**config.mk**
```make
export PLATFORM = sky130hd
export DESIGN_NAME = motion_irq_gen
export DESIGN_NICKNAME = d
export VERILOG_FILES = /design/src/rtl/motion_irq_pkg.sv /design/src/rtl/motion_axis_cmp.sv /design/src/rtl/motion_orient.sv /design/src/rtl/motion_dur_cnt.sv /design/src/rtl/motion_irq_gen.sv
export SDC_FILE = /design/constraint.sdc
export NUM_CORES = 1
export LEC_CHECK = 0
export BUFFER_PORTS_ARGS = -buffer_cell sky130_fd_sc_hd__buf_4
export CORE_AREA = 2 2 73 75
export CTS_CLUSTER_SIZE = 24
export DETAILED_ROUTE_END_ITERATION = 10
export DIE_AREA = 0 0 75 77
export PLACE_DENSITY = 0.81
export SETUP_SLACK_MARGIN = 0.15
export SYNTH_ARGS = -nofsm -noshare
export SYNTH_HDL_FRONTEND = slang
export SYNTH_SLANG_ARGS = --single-unit
```
**constraint.sdc**
```tcl
create_clock -name clk -period 7.5 [get_ports clk]
set_clock_uncertainty 0.2 [all_clocks]
set_input_delay 1.5 -clock clk [delete_from_list [all_inputs] [get_ports clk]]
set_output_delay 1.5 -clock clk [all_outputs]
set_load 0.01 [all_outputs]
```
**src/rtl/motion_irq_pkg.sv**
```systemverilog
package motion_irq_pkg;

   localparam int EVT_N  = 6;
   localparam int AXIS_N = 3;

   // rule select, decoded from {cfg_all, cfg_dir}
   typedef enum logic [1:0] {
      MODE_OR   = 2'b00,
      MODE_MOVE = 2'b01,
      MODE_AND  = 2'b10,
      MODE_POS  = 2'b11
   } mode_e;

   // orientation code: 2*axis + (1 for high side)
   typedef enum logic [2:0] {
      ORI_XL  = 3'd0,
      ORI_XH  = 3'd1,
      ORI_YL  = 3'd2,
      ORI_YH  = 3'd3,
      ORI_ZL  = 3'd4,
      ORI_ZH  = 3'd5,
      ORI_UNK = 3'd7
   } orient_e;

endpackage

```
**src/rtl/motion_axis_cmp.sv**
```systemverilog
module motion_axis_cmp #(
   parameter int SAMPLE_W    = 12,
   parameter int SCALE_SHIFT = 4,
   parameter int THR_W       = 7
) (
   input  logic signed [SAMPLE_W-1:0] smp,
   input  logic        [THR_W-1:0]    thr,
   output logic                       evt_hi,
   output logic                       evt_lo
);
   localparam int SW = SAMPLE_W - SCALE_SHIFT;
   localparam int CW = ((SW > THR_W + 1) ? SW : THR_W + 1) + 1;

   if (SW < 2) begin : g_bad_shift
      $error("motion_axis_cmp: SCALE_SHIFT leaves fewer than 2 sample bits");
   end

   logic [SW-1:0]        scaled;
   logic signed [CW-1:0] scl_ext;
   logic signed [CW-1:0] thr_pos;
   logic signed [CW-1:0] thr_neg;

   // slicing off low bits of a two's-complement value is a floor division
   if (SCALE_SHIFT == 0) begin : g_noscale
      assign scaled = smp;
   end else begin : g_scale
      assign scaled = smp[SAMPLE_W-1:SCALE_SHIFT];
   end

   assign scl_ext = signed'({{(CW-SW){scaled[SW-1]}}, scaled});
   assign thr_pos = signed'({{(CW-THR_W){1'b0}}, thr});
   assign thr_neg = -thr_pos;

   assign evt_hi = scl_ext > thr_pos;
   assign evt_lo = scl_ext <= thr_neg;

   always_comb begin
      AST_HI_LO_EXCL: assert (!(evt_hi && evt_lo));
   end

endmodule

```
**src/rtl/motion_orient.sv**
```systemverilog
module motion_orient
   import motion_irq_pkg::*;
(
   input  logic             clk,
   input  logic             rst_n,
   input  logic             smp_vld,
   input  logic [EVT_N-1:0] evt,
   input  logic [EVT_N-1:0] evt_en,
   output orient_e          cur,
   output logic             known,
   output logic             moved
);
   logic [AXIS_N-1:0] axis_out;
   logic              single;
   orient_e           prev_q;

   always_comb begin
      for (int i = 0; i < AXIS_N; i++) begin
         axis_out[i] = evt[2*i] | evt[2*i+1];
      end
   end

   assign single = $onehot(axis_out);

   always_comb begin
      cur = ORI_UNK;
      for (int i = 0; i < AXIS_N; i++) begin
         if (single && axis_out[i]) begin
            if (evt[2*i+1] && evt_en[2*i+1]) begin
               cur = orient_e'(3'(2*i+1));
            end else if (evt[2*i] && evt_en[2*i]) begin
               cur = orient_e'(3'(2*i));
            end
         end
      end
   end

   assign known = (cur != ORI_UNK);
   assign moved = known && (cur != prev_q);

   always_ff @(posedge clk) begin
      if (!rst_n) begin
         prev_q <= ORI_UNK;
      end else if (smp_vld) begin
         prev_q <= cur;
      end
   end

   AST_KNOWN_ONEHOT: assert property (@(posedge clk) disable iff (!rst_n)
      known |-> ($countones(evt & evt_en) == 1));

   AST_UNK_AFTER_RESET: assert property (@(posedge clk) disable iff (!rst_n)
      $rose(rst_n) |-> (prev_q == ORI_UNK));

endmodule

```
**src/rtl/motion_dur_cnt.sv**
```systemverilog
module motion_dur_cnt #(
   parameter int DUR_W = 7
) (
   input  logic             clk,
   input  logic             rst_n,
   input  logic             smp_vld,
   input  logic             cond,
   input  logic             bypass,
   input  logic [DUR_W-1:0] dur,
   output logic             fire
);
   logic [DUR_W-1:0] cnt_q;

   assign fire = cond && (bypass || (cnt_q >= dur));

   always_ff @(posedge clk) begin
      if (!rst_n) begin
         cnt_q <= '0;
      end else if (smp_vld) begin
         if (!cond) begin
            cnt_q <= '0;
         end else if (cnt_q < dur) begin
            cnt_q <= cnt_q + 1'b1;
         end
      end
   end

   AST_DUR_RESTART: assert property (@(posedge clk) disable iff (!rst_n)
      (smp_vld && !cond) |=> (cnt_q == '0));

   AST_DUR_NOMOVE: assert property (@(posedge clk) disable iff (!rst_n)
      !smp_vld |=> $stable(cnt_q));

endmodule

```
**src/rtl/motion_irq_gen.sv**
```systemverilog
module motion_irq_gen
   import motion_irq_pkg::*;
#(
   parameter int SAMPLE_W    = 12,
   parameter int SCALE_SHIFT = 4,
   parameter int THR_W       = 7,
   parameter int DUR_W       = 7
) (
   input  logic                       clk,
   input  logic                       rst_n,
   input  logic                       sample_valid,
   input  logic signed [SAMPLE_W-1:0] acc_x,
   input  logic signed [SAMPLE_W-1:0] acc_y,
   input  logic signed [SAMPLE_W-1:0] acc_z,
   input  logic [EVT_N-1:0]           cfg_evt_en,
   input  logic                       cfg_all,
   input  logic                       cfg_dir,
   input  logic [THR_W:0]             cfg_thresh,
   input  logic [DUR_W:0]             cfg_dur,
   input  logic                       cfg_latch,
   input  logic                       src_rd,
   output logic                       irq,
   output logic [7:0]                 src_word
);
   if (THR_W < 1 || DUR_W < 1) begin : g_bad_width
      $error("motion_irq_gen: THR_W and DUR_W must be at least 1");
   end
   if (SAMPLE_W <= SCALE_SHIFT) begin : g_bad_scale
      $error("motion_irq_gen: SCALE_SHIFT must be below SAMPLE_W");
   end

   mode_e                     mode;
   logic signed [SAMPLE_W-1:0] axis_smp [AXIS_N];
   logic [EVT_N-1:0]          evt;
   logic [EVT_N-1:0]          evt_on;
   logic                      cond;
   logic                      fire;
   orient_e                   ori_cur;
   logic                      ori_known;
   logic                      ori_moved;
   logic                      irq_q;
   logic [EVT_N-1:0]          flag_q;

   assign mode = mode_e'({cfg_all, cfg_dir});

   assign axis_smp[0] = acc_x;
   assign axis_smp[1] = acc_y;
   assign axis_smp[2] = acc_z;

   for (genvar a = 0; a < AXIS_N; a++) begin : g_axis
      motion_axis_cmp #(
         .SAMPLE_W   (SAMPLE_W),
         .SCALE_SHIFT(SCALE_SHIFT),
         .THR_W      (THR_W)
      ) u_cmp (
         .smp   (axis_smp[a]),
         .thr   (cfg_thresh[THR_W-1:0]),
         .evt_hi(evt[2*a+1]),
         .evt_lo(evt[2*a])
      );
   end

   assign evt_on = evt & cfg_evt_en;

   motion_orient u_orient (
      .clk    (clk),
      .rst_n  (rst_n),
      .smp_vld(sample_valid),
      .evt    (evt),
      .evt_en (cfg_evt_en),
      .cur    (ori_cur),
      .known  (ori_known),
      .moved  (ori_moved)
   );

   always_comb begin
      unique case (mode)
         MODE_OR:   cond = |evt_on;
         MODE_AND:  cond = (|cfg_evt_en) && ((evt | ~cfg_evt_en) == '1);
         MODE_MOVE: cond = ori_moved;
         MODE_POS:  cond = ori_known;
         default:   cond = 1'b0;
      endcase
   end

   motion_dur_cnt #(.DUR_W(DUR_W)) u_dur (
      .clk    (clk),
      .rst_n  (rst_n),
      .smp_vld(sample_valid),
      .cond   (cond),
      .bypass (mode == MODE_MOVE),
      .dur    (cfg_dur[DUR_W-1:0]),
      .fire   (fire)
   );

   always_ff @(posedge clk) begin
      if (!rst_n) begin
         irq_q  <= 1'b0;
         flag_q <= '0;
      end else if (sample_valid && fire) begin
         irq_q <= 1'b1;
         if (!irq_q || (cfg_latch && src_rd)) begin
            flag_q <= evt_on;
         end
      end else if (sample_valid && !cfg_latch) begin
         irq_q  <= 1'b0;
         flag_q <= '0;
      end else if (src_rd && cfg_latch) begin
         irq_q  <= 1'b0;
         flag_q <= '0;
      end
   end

   assign irq      = irq_q;
   assign src_word = {1'b0, irq_q, flag_q};

   AST_IDLE_SRC_ZERO: assert property (@(posedge clk) disable iff (!rst_n)
      !irq_q |-> (flag_q == '0));

   AST_QUIET_HOLD: assert property (@(posedge clk) disable iff (!rst_n)
      (!sample_valid && !src_rd) |=> ($stable(irq_q) && $stable(flag_q)));

   AST_LATCH_KEEP: assert property (@(posedge clk) disable iff (!rst_n)
      (cfg_latch && irq_q && !src_rd) |=> irq_q);

   AST_READ_CLEAR: assert property (@(posedge clk) disable iff (!rst_n)
      (cfg_latch && src_rd && !sample_valid) |=> !irq_q);

   AST_UNLATCHED_DROP: assert property (@(posedge clk) disable iff (!rst_n)
      (!cfg_latch && sample_valid && !fire) |=> !irq_q);

   AST_MOVE_PULSE: assert property (@(posedge clk) disable iff (!rst_n)
      (mode == MODE_MOVE && !cfg_latch && sample_valid && !ori_moved) |=> !irq_q);

   AST_FIRE_SETS: assert property (@(posedge clk) disable iff (!rst_n)
      (sample_valid && fire) |=> irq_q);

endmodule

```
==> impl_results.md <==
* Synthesis-stage register bit count at 17
* Pwr dens at 102 mW/mm^2
* CP top delay family: simple AND/OR/NAND/NOR gates
* CTS tree: yes
* Slowest cell on crit path: fa_1
* Per-cell routed wire length at 14.6 um
* Number of global-route vias before repair at 2,586
* Hold endpoint: flag_q[3]$_SDFFE_PN0P_
* Setup Viol. Count Final at 0
* CP max stage delay at 0.57 ns
* Seq/Total Area, Yosys at 13.0%
* Top-level I/O count at 74
* Final Hold Viols at 0
* CP startpoint kind: input port
* Post-cts resize count at 0
* Fraction of layout cells with a size suffix above 1 at 19.5%
* Synthesized area at 0.00262 mm^2
* GRT Residual Overflow at 0
* Asr flop ratio synth at 0%
* Crit-path max FO at 8
* Worst Path Arrival at 6.34 ns
* Via count at 2,758
* Post-synthesis compound-gate area fraction at 29.0%
* Post-route ant nets at 0
* Cells after synthesis at 338
* Synth Area in XOR/XNOR at 2.68%
* Die width at 75 um
* CTS sink count at 17
* Leakage at 1.42 nW
* Area grow syn2layout at 20.2%
* Final hold slack at 0.274 ns
* Num CTS Buffers at 3
* Initial antenna violation count at 0
* Synth warn at 0
* GRT Util Overall at 24.5%
* Worst reg2reg setup slack at 4.68 ns
* Count of cell types in the netlist at 66
* First-pass GRT wire length at 11,400 um
* Post-synth EDFFs at 0
* Largest net degree at the start of global routing at 13
* Crit path cell chain: buf_4 -> nor4_2 -> nand2_1 -> nor3_1 -> ha_1 -> nand2_1 -> nor2_1 -> and4_1 -> a211oi_1 -> o31a_1 -> o21ai_0 -> fa_1 -> nor2b_1 -> nand2_1 -> nor3_1 -> o221ai_1 -> o31ai_4 -> nor2_4 -> mux2i_4 -> a22o_1
* Final HPWL DP at 5760 um
* Fin. max-slew vios at 0
* Port Buffers at 58
* Minimum clock period after layout at 6.39 ns
* Cts hold-fix bufs at 0
* WP data required at 7.45 ns
* Setup crit end kind: flop
* DRC viols at 0
* Final net count at 507
* Mux contribution to synthesized area at 1.24%
* Critical path launch point: cfg_thresh[2]
* Fmax at 157 MHz
* Fillers at 469
* VDD IR-drop max at 0.0915 mV
* Clock buffer depth at 2
* TritonRoute pass-1 iters at 4
* Most common cell on crit path: nand2_1
* Core Rows at 26
* Mapped Nets at 450
* DIE AREA at 0.00578 mm^2
* Actual slew at the worst max-slew pin at 0.716 ns
* DIE HEIGHT at 77 um
* Setup TNS at 0 ns
* Setup bufs post-CTS at 0
* Min-delay worst type: flop to flop
* Adder-Cell Fraction of Synth Area at 22.8%
* Hold depth at 1
* Final period util at 85.2%
* R2r endpoint: flag_q[0]$_SDFFE_PN0P_
* Synth Area in Simple Gates at 25.5%
* Most used DFF post-synth: dfxtp_1
* Avg Cell Area, Syn at 7.74 um^2
* Starting density of the core at 52.6%
* CTS Root Cell: clkbuf_8
* Worst Hold Launch: flag_q[3]$_SDFFE_PN0P_
* Clock transition at path regs at 0.07 ns
* R2R Path Start: u_dur.cnt_q[4]$_SDFFE_PN0P_
* Worst-Skew Late Latency at 0.25 ns
* RSZ-0062 raised after global routing: no
* GP Congestion at 0.885
* Critical path type: input port to flop
* Largest family of logic cells by synthesized area: compound AO/OA/AOI/OAI gates
* Vias/cell at 5.94
* WP buf/inv at 1
* Drt first-iter violations at 122
* Area of the core at 0.00498 mm^2
* Max_cap viols at 0
* Slew margin rel. at 52.3%
* CTS H-tree lvls at 1
* Status: finished, final reports clean
* Ant diodes at 0
* Total wire length at 6760 um
* R2R depth at 10
[cells by family after synthesis]
group / after synthesis
AND/OR/NAND/NOR: 124
AO/OA/AOI/OAI: 104
adder cells (fa/ha/maj): 47
buffers and inverters: 35
flip-flops: 17
XOR/XNOR: 8
multiplexers: 2
other: 1
[cells in the mapped netlist (all sizes together) (2+ instances only)]
| library cell | number | share of area (%) |
|---|---|---|
| nor2 | 24 | 3.7 |
| buf | 5 | 1.4 |
| o221ai | 4 | 1.3 |
| a221o | 2 | 0.76 |
| o2bb2ai | 5 | 1.7 |
| a2111o | 2 | 0.86 |
| a21oi | 18 | 3.4 |
| o31a | 3 | 1.1 |
| nand4 | 6 | 1.4 |
| nand2 | 26 | 3.7 |
| a22o | 2 | 0.67 |
| a21o | 3 | 0.86 |
| a41oi | 2 | 0.67 |
| and4 | 4 | 1.3 |
| xor2 | 5 | 1.7 |
| a21boi | 2 | 0.57 |
| nor3 | 16 | 3.7 |
| xnor2 | 3 | 1.0 |
| or4 | 2 | 0.72 |
| o2111ai | 2 | 0.67 |
| nor2b | 11 | 2.6 |
| nor4 | 3 | 1.2 |
| o21a | 3 | 0.86 |
| or3 | 6 | 1.5 |
| a31oi | 3 | 0.72 |
| dfxtp | 17 | 13 |
| and2 | 3 | 0.76 |
| inv | 29 | 4.2 |
| and3 | 4 | 0.96 |
| o211ai | 8 | 2.5 |
| o31ai | 6 | 2.4 |
| ha | 46 | 22 |
| nand3 | 16 | 3.1 |
| a211oi | 2 | 0.57 |
| o21ai | 27 | 5.2 |
| mux2i | 2 | 1.2 |
| nand2b | 2 | 0.48 |
[state kept, by name, indices dropped and copies added (netlist names)]
name             count
irq                  1
u_dur.cnt_q          7
flag_q               6
u_orient.prev_q      3
[layout by cell type (no fill, tap or decap), types with 14 or more instances in the layout]
| master | count |
|---|---|
| o21ai_0 | 27 |
| nor2_1 | 23 |
| ha_1 | 46 |
| dfxtp_1 | 17 |
| nand3_1 | 16 |
| a21oi_1 | 18 |
| nor3_1 | 14 |
| inv_1 | 29 |
| buf_4 | 58 |
| nand2_1 | 26 |
[worst max-delay path by stage]
stage | end | slack, ns | depth (start not counted)
final | flag_q[0]$_SDFFE_PN0P_ | 1.11 | 20
after global routing | flag_q[0]$_SDFFE_PN0P_ | 0.74 | 20
after CTS | flag_q[0]$_SDFFE_PN0P_ | 1.13 | 20
after detailed placement | flag_q[0]$_SDFFE_PN0P_ | 0.86 | 20
after global placement | flag_q[0]$_SDFFE_PN0P_ | 0.95 | 20
after floorplan | flag_q[0]$_SDFFE_PN0P_ | 1.63 | 20
[metrics by stage]
step	util, %	power (mW)	area, um^2	setup slack [ns]	std cells
finish	63.2	0.320	3150	1.11	464
global route	63.2	0.346	3150	0.743	464
CTS	63.2	0.321	3150	1.13	464
detailed placement	62.3	0.251	3100	0.864	460
global placement	62.3	0.247	3100	0.954	460
floorplan	-	0.199	2620	1.63	338
[area by class of cell]
class / count / area [um^2] / area share [%]
flip-flops and latches: 17 / 340 / 10.8
multi-input cells: 286 / 2130 / 67.7
well taps: 70 / 87.6 / 2.78
clock buffers: 4 / 45.0 / 1.43
repair buffers: 58 / 435 / 13.8
inverters: 29 / 109 / 3.46
[where the power goes]
part	total, mW	internal, mW	switching [mW]
Combinational	0.156	0.0701	0.0864
Clock	0.0696	0.0378	0.0318
Sequential	0.0943	0.0925	0.00180
[per-layer routing]
layer / global-route usage (%) / vias up / wire length, um
met5: 0 / - / 0
met4: 4.29 / 0 / 40
met3: 4.34 / 6 / 309
met2: 39.3 / 68 / 3190
met1: 34.2 / 1287 / 3220
li1: - / 1397 / -
No activity file was read; power rests on OpenSTA's default activity.
